**config.mk**
```make
export PLATFORM = sky130hd
export DESIGN_NAME = led_status_ctrl
export DESIGN_NICKNAME = d
export VERILOG_FILES = /design/src/rtl/led_ctrl_pkg.sv /design/src/rtl/led_regfile.sv /design/src/rtl/led_timebase.sv /design/src/rtl/led_channel.sv /design/src/rtl/led_status_ctrl.sv
export SDC_FILE = /design/constraint.sdc
export NUM_CORES = 1
export LEC_CHECK = 0
export BUFFER_PORTS_ARGS = -buffer_cell sky130_fd_sc_hd__buf_4
export CAP_MARGIN = 20
export CELL_PAD_IN_SITES_DETAIL_PLACEMENT = 1
export CELL_PAD_IN_SITES_GLOBAL_PLACEMENT = 1
export CORE_MARGIN = 2
export CORE_UTILIZATION = 45
export DETAILED_ROUTE_END_ITERATION = 6
export GPL_TIMING_DRIVEN = 1
export PLACE_DENSITY_LB_ADDON = 0.12
export SLEW_MARGIN = 25
export SYNTH_ARGS = -nofsm -noshare
export SYNTH_HDL_FRONTEND = slang
export SYNTH_SLANG_ARGS = --single-unit
export TNS_END_PERCENT = 1
```
**constraint.sdc**
```tcl
create_clock -name clk -period 5.5 [get_ports clk]
set_input_delay 0.275 -clock clk [delete_from_list [all_inputs] [get_ports clk]]
set_output_delay 0.275 -clock clk [all_outputs]
set_load 0.02 [all_outputs]
```
**src/rtl/led_ctrl_pkg.sv**
```systemverilog
package led_ctrl_pkg;
  localparam int REG_W = 16;

  // steady word bit positions
  localparam int SB_L1000 = 0;
  localparam int SB_L100  = 1;
  localparam int SB_L10   = 2;
  localparam int SB_DOWN  = 3;
  localparam int SB_FDX   = 4;
  localparam int SB_HDX   = 5;
  localparam int SB_FORCE = 6;
  localparam int SB_L2500 = 8;
  localparam int SB_POL   = 14;
  localparam int SB_EN    = 15;

  // flash word bit positions
  localparam int FB_TX1000 = 0;
  localparam int FB_RX1000 = 1;
  localparam int FB_TX100  = 2;
  localparam int FB_RX100  = 3;
  localparam int FB_TX10   = 4;
  localparam int FB_RX10   = 5;
  localparam int FB_COL    = 6;
  localparam int FB_CRC    = 7;
  localparam int FB_IDLE   = 8;
  localparam int FB_FORCE  = 9;
  localparam int FB_TX2500 = 10;
  localparam int FB_RX2500 = 11;

  typedef enum logic [1:0] {
    SPD_10 = 2'd0, SPD_100 = 2'd1, SPD_1000 = 2'd2, SPD_2500 = 2'd3
  } link_speed_e;

  // steady conditions currently true, placed at their steady-word positions
  function automatic logic [REG_W-1:0] cond_vector(input logic up,
                                                   input logic [1:0] spd,
                                                   input logic fdx);
    logic [REG_W-1:0] v;
    v = '0;
    v[SB_L10]   = up && (spd == SPD_10);
    v[SB_L100]  = up && (spd == SPD_100);
    v[SB_L1000] = up && (spd == SPD_1000);
    v[SB_L2500] = up && (spd == SPD_2500);
    v[SB_DOWN]  = !up;
    v[SB_FDX]   = up && fdx;
    v[SB_HDX]   = up && !fdx;
    return v;
  endfunction

  // event pulses placed at their flash-word positions
  function automatic logic [REG_W-1:0] event_vector(input logic [3:0] tx,
                                                    input logic [3:0] rx,
                                                    input logic col,
                                                    input logic crc,
                                                    input logic idle);
    logic [REG_W-1:0] v;
    v = '0;
    v[FB_TX10]   = tx[0];
    v[FB_RX10]   = rx[0];
    v[FB_TX100]  = tx[1];
    v[FB_RX100]  = rx[1];
    v[FB_TX1000] = tx[2];
    v[FB_RX1000] = rx[2];
    v[FB_TX2500] = tx[3];
    v[FB_RX2500] = rx[3];
    v[FB_COL]    = col;
    v[FB_CRC]    = crc;
    v[FB_IDLE]   = idle;
    return v;
  endfunction

  localparam logic [REG_W-1:0] STEADY_MASK = 16'h013F;
  localparam logic [REG_W-1:0] EVENT_MASK  = 16'h0DFF;
endpackage

```
**src/rtl/led_regfile.sv**
```systemverilog
module led_regfile
  import led_ctrl_pkg::*;
#(
  parameter int NUM_LEDS = 3,
  parameter int AW = 8,
  parameter logic [AW-1:0] A_CTRL = 8'h00,
  parameter logic [AW-1:0] A_PERIOD = 8'h01,
  parameter logic [AW-1:0] A_LIT = 8'h02,
  parameter logic [AW-1:0] A_LED = 8'h04,
  parameter logic [REG_W-1:0] PERIOD_RST = 16'd2
) (
  input  logic clk,
  input  logic rst,
  input  logic wr_en,
  input  logic [AW-1:0] wr_addr,
  input  logic [REG_W-1:0] wr_data,
  output logic [1:0] mode_q,
  output logic fast_q,
  output logic tb_en_q,
  output logic ext_q,
  output logic [REG_W-1:0] period_q,
  output logic [REG_W-1:0] lit_q,
  output logic [NUM_LEDS-1:0][REG_W-1:0] steady_q,
  output logic [NUM_LEDS-1:0][REG_W-1:0] flash_q
);
  always_ff @(posedge clk) begin
    if (rst) begin
      mode_q   <= '0;
      fast_q   <= 1'b0;
      tb_en_q  <= 1'b0;
      ext_q    <= 1'b0;
      period_q <= PERIOD_RST;
      lit_q    <= PERIOD_RST >> 1;
    end else if (wr_en) begin
      if (wr_addr == A_CTRL) begin
        mode_q  <= wr_data[1:0];
        fast_q  <= wr_data[2];
        tb_en_q <= wr_data[3];
        ext_q   <= wr_data[15];
      end
      if (wr_addr == A_PERIOD) period_q <= wr_data;
      if (wr_addr == A_LIT)    lit_q    <= wr_data;
    end
  end

  for (genvar i = 0; i < NUM_LEDS; i++) begin : g_led
    localparam logic [AW-1:0] A_ST = A_LED + AW'(2 * i);
    localparam logic [AW-1:0] A_FL = A_LED + AW'(2 * i + 1);
    always_ff @(posedge clk) begin
      if (rst) begin
        steady_q[i] <= '0;
        flash_q[i]  <= '0;
      end else if (wr_en) begin
        if (wr_addr == A_ST) steady_q[i] <= wr_data;
        if (wr_addr == A_FL) flash_q[i]  <= wr_data;
      end
    end
  end
endmodule

```
**src/rtl/led_timebase.sv**
```systemverilog
module led_timebase #(
  parameter int TICK_UNIT = 1024
) (
  input  logic clk,
  input  logic rst,
  input  logic run,
  input  logic fast,
  output logic unit_tick
);
  localparam int CW = (TICK_UNIT > 2) ? $clog2(TICK_UNIT) : 1;
  localparam logic [CW-1:0] LAST = CW'(TICK_UNIT - 1);

  logic [CW-1:0] cnt;

  always_ff @(posedge clk) begin
    if (rst || !run) cnt <= '0;
    else if (cnt == LAST) cnt <= '0;
    else cnt <= cnt + 1'b1;
  end

  assign unit_tick = run && (fast || (cnt == LAST));
endmodule

```
**src/rtl/led_channel.sv**
```systemverilog
module led_channel
  import led_ctrl_pkg::*;
(
  input  logic clk,
  input  logic rst,
  input  logic glob_en,
  input  logic unit_tick,
  input  logic [REG_W-1:0] steady_cfg,
  input  logic [REG_W-1:0] flash_cfg,
  input  logic [REG_W-1:0] period,
  input  logic [REG_W-1:0] lit_len,
  input  logic [REG_W-1:0] conds,
  input  logic [REG_W-1:0] events,
  output logic flash_active,
  output logic led_pin
);
  logic en, pol, steady_lit, evt, frc, period_end, lit, pend;
  logic [REG_W-1:0] phase;

  assign en  = steady_cfg[SB_EN];
  assign pol = steady_cfg[SB_POL];
  assign steady_lit = en && (steady_cfg[SB_FORCE] ||
                             (|(steady_cfg & conds & STEADY_MASK)));
  assign evt = en && (|(flash_cfg & events & EVENT_MASK));
  assign frc = en && flash_cfg[FB_FORCE];
  assign period_end = unit_tick &&
                      (({1'b0, phase} + 17'd1) >= {1'b0, period});

  always_ff @(posedge clk) begin
    if (rst || !glob_en) begin
      flash_active <= 1'b0;
      pend  <= 1'b0;
      phase <= '0;
    end else if (!flash_active) begin
      if (evt || frc) begin
        flash_active <= 1'b1;
        phase <= '0;
        pend  <= 1'b0;
      end
    end else if (period_end) begin
      phase <= '0;
      pend  <= 1'b0;
      if (!(pend || evt || frc)) flash_active <= 1'b0;
    end else begin
      if (unit_tick) phase <= phase + 1'b1;
      if (evt) pend <= 1'b1;
    end
  end

  assign lit = en && (flash_active ? (phase < lit_len) : steady_lit);

  always_ff @(posedge clk) begin
    if (rst) led_pin <= 1'b1;
    else if (!glob_en) led_pin <= !pol;
    else led_pin <= pol ? lit : !lit;
  end
endmodule

```
**src/rtl/led_status_ctrl.sv**
```systemverilog
module led_status_ctrl
  import led_ctrl_pkg::*;
#(
  parameter int NUM_LEDS = 3,
  parameter int AW = 8,
  parameter int TICK_UNIT = 1024
) (
  input  logic clk,
  input  logic rst,
  input  logic wr_en,
  input  logic [AW-1:0] wr_addr,
  input  logic [15:0] wr_data,
  input  logic link_up,
  input  logic [1:0] link_speed,
  input  logic full_duplex,
  input  logic [3:0] tx_act,
  input  logic [3:0] rx_act,
  input  logic collision,
  input  logic crc_err,
  input  logic idle_err,
  output logic [NUM_LEDS-1:0] led_o
);
  logic [1:0] mode_q;
  logic fast_q, tb_en_q, ext_q, glob_en, unit_tick;
  logic [REG_W-1:0] period_q, lit_q, conds, events;
  logic [NUM_LEDS-1:0][REG_W-1:0] steady_q, flash_q;
  logic [NUM_LEDS-1:0] flash_active, led_en_v, led_pol_v, led_frc_v;

  led_regfile #(.NUM_LEDS(NUM_LEDS), .AW(AW)) regs_i (
    .clk(clk), .rst(rst), .wr_en(wr_en), .wr_addr(wr_addr),
    .wr_data(wr_data), .mode_q(mode_q), .fast_q(fast_q),
    .tb_en_q(tb_en_q), .ext_q(ext_q), .period_q(period_q),
    .lit_q(lit_q), .steady_q(steady_q), .flash_q(flash_q)
  );

  assign glob_en = tb_en_q && (ext_q || (mode_q != 2'b00));

  led_timebase #(.TICK_UNIT(TICK_UNIT)) tbase_i (
    .clk(clk), .rst(rst), .run(glob_en), .fast(fast_q),
    .unit_tick(unit_tick)
  );

  assign conds  = cond_vector(link_up, link_speed, full_duplex);
  assign events = event_vector(tx_act, rx_act, collision, crc_err, idle_err);

  for (genvar i = 0; i < NUM_LEDS; i++) begin : g_ch
    assign led_en_v[i]  = steady_q[i][SB_EN];
    assign led_pol_v[i] = steady_q[i][SB_POL];
    assign led_frc_v[i] = steady_q[i][SB_FORCE];
    led_channel ch_i (
      .clk(clk), .rst(rst), .glob_en(glob_en), .unit_tick(unit_tick),
      .steady_cfg(steady_q[i]), .flash_cfg(flash_q[i]),
      .period(period_q), .lit_len(lit_q), .conds(conds),
      .events(events), .flash_active(flash_active[i]),
      .led_pin(led_o[i])
    );
  end
endmodule

```
== Yosys cells after proc, flatten, opt, wreduce, memory -nomap -nowiden ==
Index checks and enable logic that the tools add are counted.

* Flip-flop bits (word level): 188
* Output and inout port bits: 3

* Add/subtract/negate cells: 7
* $lt $le $gt $ge: 6
* Eq/ne operators: 18
* Muxes and demuxes: 45
* Bitwise logic cells: 6
* Reductions and logical operators: 75

{| class="wikitable"
|+ Operators by type and width
! kind !! number
|-
| 2-to-1 mux 16 bit || 12
|-
| adder 16 x 1 -> 17 bit (second input constant) || 3
|-
| greater-or-equal comparator 17 x 16 -> 1 bit || 3
|-
| adder 16 x 1 -> 16 bit (second input constant) || 3
|-
| less-than comparator 16 bit || 3
|-
| AND 12 bit || 3
|-
| 2-to-1 mux 1 bit || 33
|-
| OR reduction 11 bit || 3
|-
| equality test 8 x 3 -> 1 bit (second input constant) || 4
|-
| AND reduction 2 bit || 15
|-
| AND 9 bit || 3
|-
| logical AND 1 bit || 23
|-
| OR reduction 7 bit || 3
|-
| equality test 8 x 4 -> 1 bit (second input constant) || 2
|-
| logical OR 1 bit || 15
|-
| != test 3 bit (second input constant) || 5
|-
| adder 10 x 1 -> 10 bit (second input constant) || 1
|-
| equality test 10 bit (second input constant) || 1
|-
| logical NOT 1 bit || 9
|-
| equality test 8 x 1 -> 1 bit (second input constant) || 1
|-
| equality test 8 x 2 -> 1 bit (second input constant) || 1
|-
| logical NOT 8 bit || 1
|-
| nonzero test 2 bit || 4
|-
| equality test 2 bit (second input constant) || 2
|-
| other kinds (4) || 4
|}

== Logic depth before layout (Yosys ltp) ==
* Word-level depth: 11
* Depth in mapped cells: 15

== Cells and area by module ==
A second synthesis with hierarchy kept.

* Cell total of the unflattened synthesis: 1291
* Area, all modules: 11718.7 um^2

{| class="wikitable"
|+ By module, submodules not included
! module !! instances !! cells each !! area each (um^2) !! seq. area each (um^2)
|-
| led_regfile || 1 || 481 || 5338.9 || 2662.6
|-
| led_channel (g_ch[0].ch_i ...) || 2 || 248 || 1944.4 || 380.4
|-
| led_channel (g_ch[1].ch_i) || 1 || 251 || 1951.9 || 380.4
|-
| led_timebase || 1 || 54 || 474.2 || 200.2
|-
| led_status_ctrl || 1 || 9 || 65.1 || 0.0
|}

== Worst setup path before layout ==
Ideal clock, no wire load.

* Path type: reg2reg
* From: reg g_ch[2].ch_i.phase[0]
* To: reg g_ch[2].ch_i.phase[15]
* Setup time: 0.116 ns
* Arrival: 3.157 ns
* Slack: 2.227 ns
* Stages on the path, launching flop included: 14
* Buffers on the path: 2
* Period minus slack after synthesis: 3.273 ns
* Cells stage by stage: dfxtp_1 ha_1 nand4_2 or4_4 and2_2 or2_2 ha_1 and3_1 nand2_1 o41a_1 clkbuf_8 clkbuf_8 a32oi_1 nor2_1

* Cells in the longest elaborated chain, start to end: 5
* Elaborated cells between the ends (all ways): 9
* Those cells by class: add/sub: 2; order compare: 1; eq/ne: 1; mux: 3; reduce/logical: 2

{| class="wikitable"
|+ RTL lines
! element !! RTL line !! RTL
|-
| start: declaration || led_channel.sv:18 || <nowiki>logic [REG_W-1:0] phase;</nowiki>
|-
| start signal: assignment || led_channel.sv:45 || <nowiki>if (unit_tick) phase <= phase + 1'b1;</nowiki>
|-
| adder 16 x 1 -> 17 bit || led_channel.sv:27 || <nowiki>(({1'b0, phase} + 17'd1) >= {1'b0, period});</nowiki>
|-
| greater-or-equal comparator 17 x 16 -> 1 bit || led_channel.sv:27 ||
|-
| logical AND 1 bit || led_channel.sv:26 || <nowiki>assign period_end = unit_tick &&</nowiki>
|-
| != test 3 bit (no source line) or 2-to-1 mux 16 bit (tied branches) || -- ||
|-
| AND reduction 2 bit (no source line) or 2-to-1 mux 16 bit (tied branches) || -- ||
|}

Parallel ways exist; a longest one is shown, timed or not. The select of a mux whose other input is x is not followed.
A chain may end at the register's enable or synchronous reset.

== Worst setup path in the final report ==
* From: reg g_ch[0].ch_i.phase[0]
* To: reg g_ch[0].ch_i.phase[6]

* Cells in the longest elaborated chain, start to end: 5
* Elaborated cells between the ends (all ways): 9
* Those cells by class: add/sub: 2; order compare: 1; eq/ne: 1; mux: 3; reduce/logical: 2

{| class="wikitable"
|+ RTL lines
! element !! RTL line
|-
| start: declaration || led_channel.sv:18
|-
| start signal: assignment || led_channel.sv:45
|-
| adder 16 x 1 -> 17 bit || led_channel.sv:27
|-
| greater-or-equal comparator 17 x 16 -> 1 bit || led_channel.sv:27
|-
| logical AND 1 bit || led_channel.sv:26
|-
| != test 3 x 2 -> 1 bit (no source line) or 2-to-1 mux 16 bit (tied branches) || --
|-
| AND reduction 2 bit (no source line) or 2-to-1 mux 16 bit (tied branches) || --
|}

Parallel ways exist; a longest one is shown, timed or not. The select of a mux whose other input is x is not followed.

==> impl_metrics.py <==
metrics = {
    "place": {
        "place.gp.congestion": 0.8610,
        "io_buffers": 44,
        "hpwlAfterDp_um": 22490,
    },
    "synthesis": {
        "synth.area.top_cells": "dfxtp_1, ha_1, mux2i_1",
        "synthCells": 1123,
        "synth_top_area_share": 0.3444,
        "avgSynthCellArea_um2": 8.800,
        "synth_fp_nets": 1262,
        "yosys_most_used_dff": "dfxtp_1",
        "synth_top_cell_by_area": "dfxtp_1",
        "yosysSeqAreaShare": 0.3444,
        "synth_edf_count": 0,
        "synth_cell_types": 67,
        "synth_seq_cells": 170,
        "yosysWarnings": 0,
        "synth-async-reset-ratio": 0,
        "synth_area_um2": 9882,
    },
    "floorplan": {
        "die_area_um2": 23160,
        "dieHeight_um": 152.2,
        "pin_count": 45,
        "core.rowCount": 54,
        "fp.dieW_um": 152.2,
        "floorplan.initialDensity": 0.4556,
        "core_area_um2": 21690,
    },
    "route": {
        "avgViaCountPerCell": 5.938,
        "route.vias.total": 8473,
        "wl_per_cell_um": 22.04,
        "finalWirelength_um": 31440,
        "drt-initial-drc-count": 453,
        "drt-pass1-iter-count": 6,
        "ant_nets": 0,
        "route.detailed.drc": 0,
    },
    "clocking": {
        "cts_tree": "done",
        "postCtsHoldBufs": 0,
        "path_clk_slew_ns": 0.08,
        "numCtsBuffers": 17,
        "clk_latency_ns": 0.45,
        "cts_root_buffer": "clkbuf_16",
        "htree_levels": 4,
        "ctsResizeCount": 0,
        "cts.path.max_buffers": 2,
        "post_cts_buffers": 0,
        "clock-sinks": 170,
    },
    "pwr": {
        "p_per_area_nw_per_um2": 238.3,
        "ir_drop_mv": 0.1497,
        "p_leak_nw": 4.592,
    },
    "worst_setup_path": {
        "cp_num_cells": 12,
        "crit_slowest_cell": "a41o_1",
        "end_kind": "register",
        "cp-startpoint": "g_ch[0].ch_i.phase[0]",
        "crit_path_frequent_cell": "ha_1",
        "cp_data_required_time_ns": 5.88,
        "crit_family": "compound AO/OA/AOI/OAI gates",
        "max_stage_delay_ns": 0.73,
        "worstPathArrival_ns": 4.38,
        "crit_path_start_kind": "register",
        "r2r_cells": 12,
        "rrSetupSlack_ns": 1.50,
        "path_cells": "ha_1 -> nand3_1 -> nor2b_1 -> and3_1 -> xor2_1 -> ha_1 -> and4_1 -> o311a_1 -> o21ai_0 -> a41o_1 -> nand2_1 -> o211ai_1",
        "path_buf_inv": 0,
        "path_max_fanout": 21,
        "r2r_end": "g_ch[0].ch_i.phase[6]",
        "rr_startpoint": "g_ch[0].ch_i.phase[0]",
        "worst-setup-path-type": "register to register",
    },
    "cells_and_area": {
        "nets": 1273,
        "fin_util": 0.5065,
        "area_growth_pct": 11.17,
        "antenna_cells": 0,
        "final_layout_size_suffix_gt1_frac": 0.09852,
    },
    "min_path": {
        "min_path_type": "input pin to register",
        "hp-start": "wr_data[12]",
        "hold_path_depth": 3,
        "hold_path_end": "regs_i.lit_q[12]",
    },
    "sta": {
        "maxSlewHeadroom": 0.3500,
        "skew_ns": 0.01520,
        "layout_worst_path_cycle_share": 0.7279,
        "fin_crit_ns": 4.003,
        "fmax_mhz": 249.8,
        "hold_viol": 0,
        "tns_ns": 0,
        "slew_violations": 0,
        "setup_viol": 0,
        "rsz0062_at_grt": "false",
        "max_slew.worst_pin.slew_ns": 0.9726,
    },
    "run": {
        "maxCapViolations": 0,
    },
    "global_routing": {
        "antenna_found_initial": 0,
        "grt-ovfl-total": 0,
        "grt_pass1_vias": 8694,
        "grt_max_degree": 86,
        "grtUsageTotal": 0.2762,
        "grt_pass1_wl_um": 49850,
    },
    "status": {
        "status": "finished, final reports clean",
    },
}
[power breakdown]
part | switching, mW | internal [mW]
logic | 0.0515 | 0.0282
registers | 0.000574 | 1.23
clock network | 0.666 | 0.641
[logic make-up (layout without fill, tap and decap cells)]
| family | after synthesis | after routing | synth area share |
|---|---|---|---|
| muxes | 97 | 97 | 0.1022 |
| xor gates and xnor gates | 41 | 41 | 0.03634 |
| buffers and inverters | 103 | 127 | 0.04811 |
| DFF | 170 | 170 | 0.3444 |
| and+or+nand+nor | 418 | 418 | 0.2084 |
| AOI/OAI and AO/OA | 197 | 197 | 0.1378 |
| adders and majority gates | 97 | 97 | 0.1228 |
[cell type report]
class | count | area (um^2)
Clock buffer | 17 | 425.4
Timing Repair Buffer | 50 | 375.4
Clock inverter | 15 | 221.5
Inverter | 45 | 168.9
Sequential cell | 170 | 3403
Fill cell | 2576 | 10700
Multi-Input combinational cell | 850 | 6041
Tap cell | 280 | 350.3
[layer usage]
layer | up-vias | global-route usage | share of wire
met2 | 146 | 0.4706 | 0.48
met4 | 0 | 0.09479 | 0.030
li1 | 4068 | - | -
met5 | - | 0 | 0
met3 | 40 | 0.03726 | 0.034
met1 | 4219 | 0.3610 | 0.46
[stage by stage]
stage          hold slack, ns  cell area [um^2]  total power [mW]  std cells  worst slack, ns
2_1_floorplan          0.4129              9882             1.289       1123            2.227
3_3_place_gp           0.4276             10320             1.338       1395            1.683
3_5_place_dp           0.4394             10340             1.339       1395            1.587
4_1_cts               0.08454             10990             2.639       1427            1.517
5_1_grt                0.1087             10990             2.694       1427            1.068
6_report               0.1011             10990             2.617       1427            1.497
[worst max path at each step]
stage                              to  slack, ns
2_1_floorplan  g_ch[2].ch_i.phase[15]       2.23
3_3_place_gp    g_ch[0].ch_i.phase[6]       1.68
3_5_place_dp   g_ch[1].ch_i.phase[14]       1.59
4_1_cts             g_ch[0].ch_i.pend       1.52
5_1_grt        g_ch[1].ch_i.phase[14]       1.07
6_report        g_ch[0].ch_i.phase[6]       1.50
[synthesized netlist by cell type, drive strengths merged, types with 10 or more instances]
cell / n
a211oi: 11
a21o: 14
a21oi: 56
a22oi: 10
a32o: 10
a32oi: 10
and2: 12
and3: 17
buf: 19
clkbuf: 39
dfxtp: 170
ha: 97
inv: 45
mux2i: 93
nand2: 57
nand2b: 13
nand3: 55
nand4: 29
nor2: 165
nor2b: 14
nor3: 10
o21ai: 27
or2: 12
xnor2: 23
xor2: 18
[sequential cells by signal, indices dropped and copies added, names as in the netlist]
name / count
regs_i.period_q: 16
regs_i.tb_en_q: 1
regs_i.steady_q: 30
regs_i.lit_q: 16
regs_i.flash_q: 36
regs_i.mode_q: 2
regs_i.fast_q: 1
tbase_i.cnt: 10
g_ch.ch_i.flash_active: 3
g_ch.ch_i.led_pin: 3
g_ch.ch_i.phase: 48
regs_i.ext_q: 1
g_ch.ch_i.pend: 3
[worst min-delay path: stages]
cell and delay [ns]:
buf_4 0.10, a21oi_1 0.06, nor2_1 0.08
[cell usage in the layout (no fill, tap or decap), drive strengths merged, types with 29 or more instances in the layout]
master,synthesis,routed
dfxtp,170,170
nor2,165,165
ha,97,97
mux2i,93,93
nand2,57,57
a21oi,56,56
nand3,55,55
inv,45,53
buf,19,50
nand4,29,29
No activity file was read; power rests on OpenSTA's default activity.
